File: config.mk
export PLATFORM = sky130hd
export DESIGN_NAME = nvm_write_ctrl
export DESIGN_NICKNAME = d
export VERILOG_FILES = /design/src/rtl/nvm_wc_pkg.sv /design/src/rtl/nvm_key_seq.sv /design/src/rtl/nvm_op_check.sv /design/src/rtl/nvm_op_timer.sv /design/src/rtl/nvm_write_ctrl.sv
export SDC_FILE = /design/constraint.sdc
export NUM_CORES = 1
export LEC_CHECK = 0
export ABC_AREA = 1
export BUFFER_PORTS_ARGS = -buffer_cell sky130_fd_sc_hd__buf_4
export CORE_UTILIZATION = 29
export CTS_BUF_LIST = sky130_fd_sc_hd__clkbuf_4 sky130_fd_sc_hd__clkbuf_8
export DETAILED_ROUTE_END_ITERATION = 8
export GPL_ROUTABILITY_DRIVEN = 0
export PLACE_DENSITY = 0.57
export SYNTH_ARGS = -nofsm -noshare
export SYNTH_HDL_FRONTEND = slang
export SYNTH_SLANG_ARGS = --single-unit
File: constraint.sdc
create_clock -name clk -period 3.2 [get_ports clk]
set_clock_uncertainty 0.05 [all_clocks]
set_input_delay 0.48 -clock clk [delete_from_list [all_inputs] [get_ports clk]]
set_output_delay 0.48 -clock clk [all_outputs]
set_load 0.005 [all_outputs]
File: src/rtl/nvm_wc_pkg.sv
package nvm_wc_pkg;

  localparam int ADDR_W = 24;
  localparam int DATA_W = 16;

  localparam logic [1:0] REG_CTRL  = 2'd0;
  localparam logic [1:0] REG_KEY   = 2'd1;
  localparam logic [1:0] REG_UPPER = 2'd2;
  localparam logic [1:0] REG_LOWER = 2'd3;

  localparam logic [7:0] KEY_FIRST  = 8'h55;
  localparam logic [7:0] KEY_SECOND = 8'hAA;

  localparam int BIT_START = 15;
  localparam int BIT_WEN   = 14;
  localparam int BIT_ERR   = 13;

  localparam logic [3:0] OP_CFG     = 4'h0;
  localparam logic [3:0] OP_DWORD   = 4'h1;
  localparam logic [3:0] OP_ROW     = 4'h2;
  localparam logic [3:0] OP_PAGE    = 4'h3;
  localparam logic [3:0] OP_AUXBULK = 4'hA;
  localparam logic [3:0] OP_PRIBULK = 4'hD;

  typedef enum logic [1:0] {
    KS_IDLE  = 2'd0,
    KS_ARMED = 2'd1,
    KS_OPEN  = 2'd2
  } key_state_e;

endpackage

File: src/rtl/nvm_key_seq.sv
module nvm_key_seq
  import nvm_wc_pkg::*;
(
  input  logic       clk,
  input  logic       rst_n,
  input  logic       any_wr,
  input  logic       key_wr,
  input  logic [7:0] key_val,
  output logic       win_open
);

  key_state_e state_q, state_d;

  always_comb begin
    state_d = state_q;
    unique case (state_q)
      KS_IDLE: begin
        if (key_wr && key_val == KEY_FIRST) state_d = KS_ARMED;
      end
      KS_ARMED: begin
        if (any_wr) begin
          if (key_wr && key_val == KEY_SECOND) state_d = KS_OPEN;
          else                                 state_d = KS_IDLE;
        end
      end
      KS_OPEN: begin
        if (key_wr && key_val == KEY_FIRST) state_d = KS_ARMED;
        else                                state_d = KS_IDLE;
      end
      default: state_d = KS_IDLE;
    endcase
  end

  always_ff @(posedge clk or negedge rst_n) begin
    if (!rst_n) state_q <= KS_IDLE;
    else        state_q <= state_d;
  end

  assign win_open = (state_q == KS_OPEN);

endmodule

File: src/rtl/nvm_op_check.sv
module nvm_op_check
  import nvm_wc_pkg::*;
#(
  parameter int ROW_WORDS  = 64,
  parameter int PAGE_WORDS = 512,
  parameter int CNT_W      = 16,
  parameter int T_CFG      = 4,
  parameter int T_DWORD    = 6,
  parameter int T_ROW      = 10,
  parameter int T_PAGE     = 12,
  parameter int T_BULK     = 16
)(
  input  logic [3:0]        op,
  input  logic [ADDR_W-1:0] target,
  output logic              op_ok,
  output logic [CNT_W-1:0]  dur
);

  localparam int ROW_LSB  = $clog2(ROW_WORDS) + 1;
  localparam int PAGE_LSB = $clog2(PAGE_WORDS) + 1;
  localparam logic [ADDR_W-1:0] DW_MASK   = ADDR_W'(3);
  localparam logic [ADDR_W-1:0] ROW_MASK  = (ADDR_W'(1) << ROW_LSB) - ADDR_W'(1);
  localparam logic [ADDR_W-1:0] PAGE_MASK = (ADDR_W'(1) << PAGE_LSB) - ADDR_W'(1);

  logic legal, aligned;

  always_comb begin
    legal   = 1'b1;
    aligned = 1'b1;
    dur     = CNT_W'(T_BULK);
    unique case (op)
      OP_CFG:   dur = CNT_W'(T_CFG);
      OP_DWORD: begin
        dur     = CNT_W'(T_DWORD);
        aligned = (target & DW_MASK) == '0;
      end
      OP_ROW: begin
        dur     = CNT_W'(T_ROW);
        aligned = (target & ROW_MASK) == '0;
      end
      OP_PAGE: begin
        dur     = CNT_W'(T_PAGE);
        aligned = (target & PAGE_MASK) == '0;
      end
      OP_AUXBULK, OP_PRIBULK: dur = CNT_W'(T_BULK);
      default: legal = 1'b0;
    endcase
  end

  assign op_ok = legal && aligned;

endmodule

File: src/rtl/nvm_op_timer.sv
module nvm_op_timer #(
  parameter int CNT_W = 16
)(
  input  logic             clk,
  input  logic             rst_n,
  input  logic             start,
  input  logic [CNT_W-1:0] dur,
  output logic             busy,
  output logic             done
);

  logic             busy_q, busy_d;
  logic             done_q, done_d;
  logic [CNT_W-1:0] cnt_q, cnt_d;

  always_comb begin
    busy_d = busy_q;
    cnt_d  = cnt_q;
    done_d = 1'b0;
    if (start) begin
      busy_d = 1'b1;
      cnt_d  = dur - CNT_W'(1);
    end else if (busy_q) begin
      if (cnt_q == '0) begin
        busy_d = 1'b0;
        done_d = 1'b1;
      end else begin
        cnt_d = cnt_q - CNT_W'(1);
      end
    end
  end

  always_ff @(posedge clk or negedge rst_n) begin
    if (!rst_n) begin
      busy_q <= 1'b0;
      done_q <= 1'b0;
      cnt_q  <= '0;
    end else begin
      busy_q <= busy_d;
      done_q <= done_d;
      cnt_q  <= cnt_d;
    end
  end

  assign busy = busy_q;
  assign done = done_q;

endmodule

File: src/rtl/nvm_write_ctrl.sv
module nvm_write_ctrl
  import nvm_wc_pkg::*;
#(
  parameter int ROW_WORDS  = 64,
  parameter int PAGE_WORDS = 512,
  parameter int CNT_W      = 16,
  parameter int T_CFG      = 4,
  parameter int T_DWORD    = 6,
  parameter int T_ROW      = 10,
  parameter int T_PAGE     = 12,
  parameter int T_BULK     = 16
)(
  input  logic        clk,
  input  logic        rst_n,
  input  logic        bus_wr,
  input  logic [1:0]  bus_addr,
  input  logic [15:0] bus_wdata,
  output logic [15:0] bus_rdata,
  output logic        busy,
  output logic        done,
  output logic        arr_start,
  output logic [3:0]  arr_op,
  output logic [23:0] arr_addr
);

  // reset: asserted asynchronously, released after two clock edges
  logic rst_meta_n, rst_core_n;
  always_ff @(posedge clk or negedge rst_n) begin
    if (!rst_n) begin
      rst_meta_n <= 1'b0;
      rst_core_n <= 1'b0;
    end else begin
      rst_meta_n <= 1'b1;
      rst_core_n <= rst_meta_n;
    end
  end

  logic              wen_q, wen_d;
  logic              err_q, err_d;
  logic [3:0]        op_q, op_d;
  logic [7:0]        upper_q, upper_d;
  logic [15:0]       lower_q, lower_d;
  logic [3:0]        aop_q, aop_d;
  logic [ADDR_W-1:0] aaddr_q, aaddr_d;
  logic              astart_q;
  logic              start_go;
  logic              win_open, op_ok;
  logic [CNT_W-1:0]  dur;

  logic ctrl_wr, key_wr, upper_wr, lower_wr;
  assign ctrl_wr  = bus_wr && bus_addr == REG_CTRL;
  assign key_wr   = bus_wr && bus_addr == REG_KEY;
  assign upper_wr = bus_wr && bus_addr == REG_UPPER;
  assign lower_wr = bus_wr && bus_addr == REG_LOWER;

  nvm_key_seq u_key (
    .clk      (clk),
    .rst_n    (rst_core_n),
    .any_wr   (bus_wr),
    .key_wr   (key_wr),
    .key_val  (bus_wdata[7:0]),
    .win_open (win_open)
  );

  nvm_op_check #(
    .ROW_WORDS (ROW_WORDS), .PAGE_WORDS (PAGE_WORDS), .CNT_W (CNT_W),
    .T_CFG (T_CFG), .T_DWORD (T_DWORD), .T_ROW (T_ROW),
    .T_PAGE (T_PAGE), .T_BULK (T_BULK)
  ) u_chk_op (
    .op     (bus_wdata[3:0]),
    .target ({upper_q, lower_q}),
    .op_ok  (op_ok),
    .dur    (dur)
  );

  nvm_op_timer #(.CNT_W (CNT_W)) u_timer (
    .clk   (clk),
    .rst_n (rst_core_n),
    .start (start_go),
    .dur   (dur),
    .busy  (busy),
    .done  (done)
  );

  always_comb begin
    wen_d    = wen_q;
    err_d    = err_q;
    op_d     = op_q;
    upper_d  = upper_q;
    lower_d  = lower_q;
    aop_d    = aop_q;
    aaddr_d  = aaddr_q;
    start_go = 1'b0;
    if (!busy) begin
      if (ctrl_wr) begin
        wen_d = bus_wdata[BIT_WEN];
        op_d  = bus_wdata[3:0];
        if (bus_wdata[BIT_START]) begin
          if (win_open && bus_wdata[BIT_WEN] && op_ok) begin
            start_go = 1'b1;
            err_d    = 1'b0;
            aop_d    = bus_wdata[3:0];
            aaddr_d  = {upper_q, lower_q};
          end else begin
            err_d = 1'b1;
          end
        end else begin
          err_d = err_q & bus_wdata[BIT_ERR];
        end
      end
      if (upper_wr) upper_d = bus_wdata[7:0];
      if (lower_wr) lower_d = bus_wdata;
    end
  end

  always_ff @(posedge clk or negedge rst_core_n) begin
    if (!rst_core_n) begin
      wen_q    <= 1'b0;
      err_q    <= 1'b0;
      op_q     <= '0;
      upper_q  <= '0;
      lower_q  <= '0;
      aop_q    <= '0;
      aaddr_q  <= '0;
      astart_q <= 1'b0;
    end else begin
      wen_q    <= wen_d;
      err_q    <= err_d;
      op_q     <= op_d;
      upper_q  <= upper_d;
      lower_q  <= lower_d;
      aop_q    <= aop_d;
      aaddr_q  <= aaddr_d;
      astart_q <= start_go;
    end
  end

  always_comb begin
    unique case (bus_addr)
      REG_CTRL:  bus_rdata = {busy, wen_q, err_q, 9'b0, op_q};
      REG_UPPER: bus_rdata = {8'b0, upper_q};
      REG_LOWER: bus_rdata = lower_q;
      default:   bus_rdata = '0;
    endcase
  end

  assign arr_start = astart_q;
  assign arr_op    = aop_q;
  assign arr_addr  = aaddr_q;

endmodule

After elaboration in Yosys (flattened, before gate mapping):

Index checks and enable logic that the tools add are counted.

* bits in registers: 81
* input bits: 21
* word-level logic and storage cells: 81

* add/sub/neg operators: 2
* equal/unequal tests: 15
* multiplexer cells: 24
* bitwise logic cells: 2
* reductions and logical operators: 24

Operator list (count)
* zero test 24 bit: 3
* 2-to-1 mux 16 bit: 3
* case mux 16 bit (3 select lines): 1
* case mux 5 bit (4 select lines): 1
* zero test 16 bit: 1
* subtractor 16 x 1 -> 16 bit (second input constant): 1
* 2-to-1 mux 1 bit: 14
* AND reduction 2 bit: 5
* logical AND 1 bit: 9
* == test 4 x 2 -> 1 bit (second input constant): 2
* == test 4 bit (second input constant): 2
* == test 8 x 7 -> 1 bit (second input constant): 1
* == test 8 bit (second input constant): 1
* == test 2 bit (second input constant): 3
* 2-to-1 mux 2 bit: 3
* case mux 2 bit (3 select lines): 1
* OR reduction 6 bit: 1
* subtractor 5 x 1 -> 6 bit (second input constant): 1
* == test 2 x 1 -> 1 bit (second input constant): 2
* == test 4 x 1 -> 1 bit (second input constant): 1
* zero test 2 bit: 2
* zero test 4 bit: 1
* != test 2 bit (second input constant): 2
* AND reduction 4 bit: 1
* 5 further kinds: 5

Depth between registers and ports, before layout:

* depth in word-level cells: 11
* mapped depth: 11

By module:

From an unflattened synthesis, not the netlist that was laid out.

* cell total of the unflattened synthesis: 614
* area, all modules: 4386.7 um^2

Modules (own cells, without submodules)
* nvm_write_ctrl: times used 1, cells each 305, area each 2588.7 um^2, sequential area each 1526.5 um^2
* nvm_op_timer: times used 1, cells each 238, area each 1397.6 um^2, sequential area each 450.4 um^2
* nvm_op_check: times used 1, cells each 44, area each 249.0 um^2, sequential area each 0.0 um^2
* nvm_key_seq: times used 1, cells each 27, area each 151.4 um^2, sequential area each 50.0 um^2

Worst setup path after synthesis:

No wires, ideal clock.

* path type: input port to flip-flop
* start point: in bus_wr
* end point: reg aaddr_q[15] (netlist: arr_addr[15])
* library setup time: 130 ps
* data arrival time: 1476 ps
* required time: 3020 ps
* path slack: 1543 ps
* stages on the path: 11
* cells stage by stage: inv_1 -> nor2_2 -> nand2_2 -> nor2_2 -> nand3_2 -> nor2_4 -> nand2_2 -> buf_6 -> buf_6 -> nand2_1 -> o21ai_1

* cells in the longest elaborated chain, start to end: 2

RTL lines
* start: declaration: RTL line nvm_write_ctrl.sv:15 `input logic bus_wr,`
* logical AND 1 bit: RTL line nvm_write_ctrl.sv:51 `assign ctrl_wr = bus_wr && bus_addr == REG_CTRL;`
* AND reduction 4 bit (no source line)
* end signal: assignment: RTL line nvm_write_ctrl.sv:133 `aaddr_q <= aaddr_d;`
* end: declaration: RTL line nvm_write_ctrl.sv:44 `logic [ADDR_W-1:0] aaddr_q, aaddr_d;`

Every way passes these cells.
A chain may end at the register's enable or synchronous reset.

Worst setup path in the final report:

* start point: reg u_timer.busy_q (netlist: u_timer.busy)
* end point: reg u_timer.cnt_q[8]

* cells in the longest elaborated chain, start to end: 3
* elaborated cells on any way between the ends: 5
* classes of those cells: eq/ne (1); mux (2); reduce/logical (2)

RTL lines
* start: declaration: RTL line nvm_op_timer.sv:12 `logic busy_q, busy_d;`
* start signal: assignment: RTL line nvm_op_timer.sv:39 `busy_q <= busy_d;`
* 2-to-1 mux 1 bit: RTL line nvm_write_ctrl.sv:94 `if (!busy) begin`
* != test 2 bit (no source line) / nonzero test 2 bit (equally long branches)
* AND reduction 2 bit (no source line)
* end signal: assignment: RTL line nvm_op_timer.sv:41 `cnt_q <= cnt_d;`
* end: declaration: RTL line nvm_op_timer.sv:14 `logic [CNT_W-1:0] cnt_q, cnt_d;`

Several ways; a longest one is shown, not always the timed one.

==> summary.md <==
| Metric | Value |
|---|---|
| CTS tree | `done` |
| Hold WS | `0.3144 ns` |
| Min-Delay Path Depth | `0` |
| Max Cap Violations | `0` |
| Synth unique cells | `31` |
| DP Area | `4481 µm²` |
| CP max stage delay | `0.58 ns` |
| Row count | `41` |
| Final instance area | `4720 µm²` |
| Clk sinks | `81` |
| Fillers | `1305` |
| Worst path slowest cell | `buf_4` |
| Clk root buf | `clkbuf_8` |
| CP endpoint kind | `flip-flop` |
| Sw frac | `22.55%` |
| Yosys top cell area share | `52.89%` |
| Htree depth | `3` |
| Layout area overhead | `23.15%` |
| Setup violators final | `0` |
| Async set or reset register ratio after synthesis | `100.0%` |
| GRT Util Overall | `15.23%` |
| Min-Delay Path Class | `flip-flop to flip-flop` |
| Most frequent cells after synthesis | `nand2_1, dfrtp_1, inv_1` |
| Diode count | `0` |
| Vias | `3263` |
| Die Height | `117.0 µm` |
| DRC viols | `0` |
| Clk_lat worst skew | `0.36 ns` |
| Part of the power in combinational logic | `5.1%` |
| Leading area contributor after synthesis | `dfrtp_1` |
| Sequential fraction of the synthesis area | `52.89%` |
| Critical path type | `flip-flop to flip-flop` |
| Congestion Overflow GR | `0` |
| Synth Net Count | `498` |
| DPL Wire Length | `6.880 mm` |
| Synth warn | `0` |
| Cell count after synthesis | `475` |
| Max clock buf depth | `2` |
| CP max FO | `76` |
| Worst slew margin | `31.08%` |
| Register-to-Register Path Depth | `9` |
| Port-buffer cells | `67` |
| I/O pin count | `68` |
| Max Freq | `460.9 MHz` |
| Register Area | `2031 µm²` |
| Core ar. | `12770 µm²` |
| Arr. time, crit path | `2.41 ns` |
| Pwr dens | `425.4 nW/µm²` |
| Num CTS Buffers | `9` |
| Synth Flop Type | `dfrtp_1` |
| Drt first-iter violations | `245` |
| Post-synth EDFFs | `0` |
| Worst-path clk slew | `0.08 ns` |
| CTS resizes | `0` |
| Unrepaired setup endpoints after global routing | `no` |
| Post-Syn Area per Cell | `8.068 µm²` |
| #FFs+latches synth | `81` |
| Final net count | `565` |
| Worst-Margin Slew | `1.034 ns` |
| Hold Fails Final Rpt | `0` |
| Vias in the first global route | `2992` |
| Critical Path RT | `3.44 ns` |
| First-pass GRT wire length | `15.59 mm` |
| Synth area leaders | `dfrtp_1, nand2_1, inv_1, nor2_1, o21ai_0` |
| Outcome | `completed` |
| Share of cells above drive strength 1 | `18.83%` |
| Largest net degree at the start of global routing | `80` |
| Critical-path cell list | `nor2_2 -> nand2_2 -> nor2_2 -> nand3_2 -> nor2_4 -> nand2_2 -> buf_4 -> o21ai_0 -> nor2_1` |
| Post-Syn Area | `3832 µm²` |
| Final slew viol count | `0` |
| Initial antenna violation count | `0` |
| Initial Util | `30.00%` |
| Reg power frac | `52.7%` |
| Internal power | `1.555 mW` |
| Die W | `117.0 µm` |
| Count leader, synth | `nand2_1` |
| Multi-input gate area | `1454 µm²` |
| WL final | `9.581 mm` |
| P_leak | `2.326 nW` |
| Via density per instance | `4.538` |
| Antenna viol nets, final | `0` |
| Avg WL per Cell | `13.33 µm` |
| DRT Pass-1 Iters | `4` |
| Clock power share | `42.3%` |
| Crit start category | `flip-flop` |
| Setup TNS | `0 ns` |
| Max VDD drop | `0.1519 mV` |
| Net Sw Power | `0.4527 mW` |
| Total die area | `13680 µm²` |
| Tcrit/Tclk final | `67.80%` |
| Min cycle time layout | `2.170 ns` |
==> layout make-up <==
type,instances,area share (%)
clock inverter,4,1.617
timing repair buffer,71,11.35
tap,172,4.560
clock buffer,12,3.234
sequential,81,43.03
inverter,68,5.408
multi-input combinational,311,30.81
==> per-stage QoR <==
stage / setup WS, ns / std cells / power, mW / util [%]
after detailed placement: 0.9331 / 702 / 1.180 / 35.08
final: 1.030 / 719 / 2.008 / 36.95
after CTS: 1.020 / 719 / 2.041 / 36.95
after global routing: 0.8236 / 719 / 2.090 / 36.95
after floorplan: 0.7270 / 475 / 1.117 / -
after global placement: 0.8710 / 702 / 1.178 / 35.08
==> state kept, by name, summed over array words and instances, names as in the netlist <==
signal,count
wen_q,1
u_timer.busy,1
arr_addr,24
u_key.state_q,2
arr_op,4
upper_q,8
u_timer.done,1
lower_q,16
rst_meta_n,1
rst_core_n,1
arr_start,1
op_q,4
err_q,1
u_timer.cnt_q,16
==> path summary, 6_finish.rpt <==
check	startpoint	slack (ns)	to
setup reg to reg	u_timer.busy	1.03	u_timer.cnt_q[8]
setup / recovery	u_timer.busy	1.03	u_timer.cnt_q[8]
hold reg to reg	rst_meta_n	0.31	rst_core_n
max in group asynchronous	rst_core_n	1.98	lower_q[12]
min in group asynchronous	rst_n	0.39	rst_core_n
hold / removal	rst_meta_n	0.31	rst_core_n
==> power groups by stage <==
stage          combinational (mW)  clock [mW]  sequential [mW]
6_report                    0.101       0.849             1.06
5_1_grt                     0.113       0.915             1.06
4_1_cts                     0.102       0.880             1.06
3_5_place_dp                0.101           0             1.08
3_3_place_gp               0.0989           0             1.08
2_1_floorplan              0.0454           0             1.07
==> cell families after synthesis <==
kind of cell             synth area share (%)
AO/OA/AOI/OAI                           11.13
adder cells (fa/ha/maj)                0.6529
AND/OR/NAND/NOR                         25.60
buffers and inverters                   9.174
other                                 0.09785
XOR/XNOR                               0.4572
flip-flops                              52.89
==> timing repair <==
item                                   CTS  global route
endpoints found under the hold margin    2             0
hold buffers                             1             0
buffers inserted                         0             0
==> cells in the final DEF (no fill, tap or decap), drive strengths merged <==
| cell | n |
|---|---|
| nand2 | 121 |
| dfrtp | 81 |
| buf | 70 |
| inv | 68 |
| nor2 | 62 |
| o21ai | 57 |
| nand3 | 25 |
| clkbuf | 12 |
| a21oi | 10 |
| nand4 | 7 |
| o22ai | 6 |
| nor3 | 6 |
| o221ai | 4 |
| nand3b | 3 |
| ha | 2 |
| bufinv | 2 |
| a211oi | 1 |
| nor3b | 1 |
| nor4 | 1 |
| o21bai | 1 |
| xnor2 | 1 |
| xor2 | 1 |
| or2 | 1 |
| clkinvlp | 1 |
| clkinv | 1 |
| dlygate4sd3 | 1 |
| conb | 1 |
==> routing by layer <==
layer  GRT usage, %  share of wire (%)  up-vias  routed length, µm
met3          2.266                4.2       15                404
met4          8.270                2.3        0                223
met5              0                  0        -                  0
met2          21.22                 43       86               4087
li1               -                  -     1643                  -
met1          22.55                 51     1519               4865
==> critical path: cells and delay by family, from the launching register on <==
kind / cells / cell delay (ns)
buf+inv: 1 / 0.58
compound gates: 1 / 0.18
simple gates: 7 / 0.71
flops: 1 / 0.55
Power figures use the tool's default switching activity.
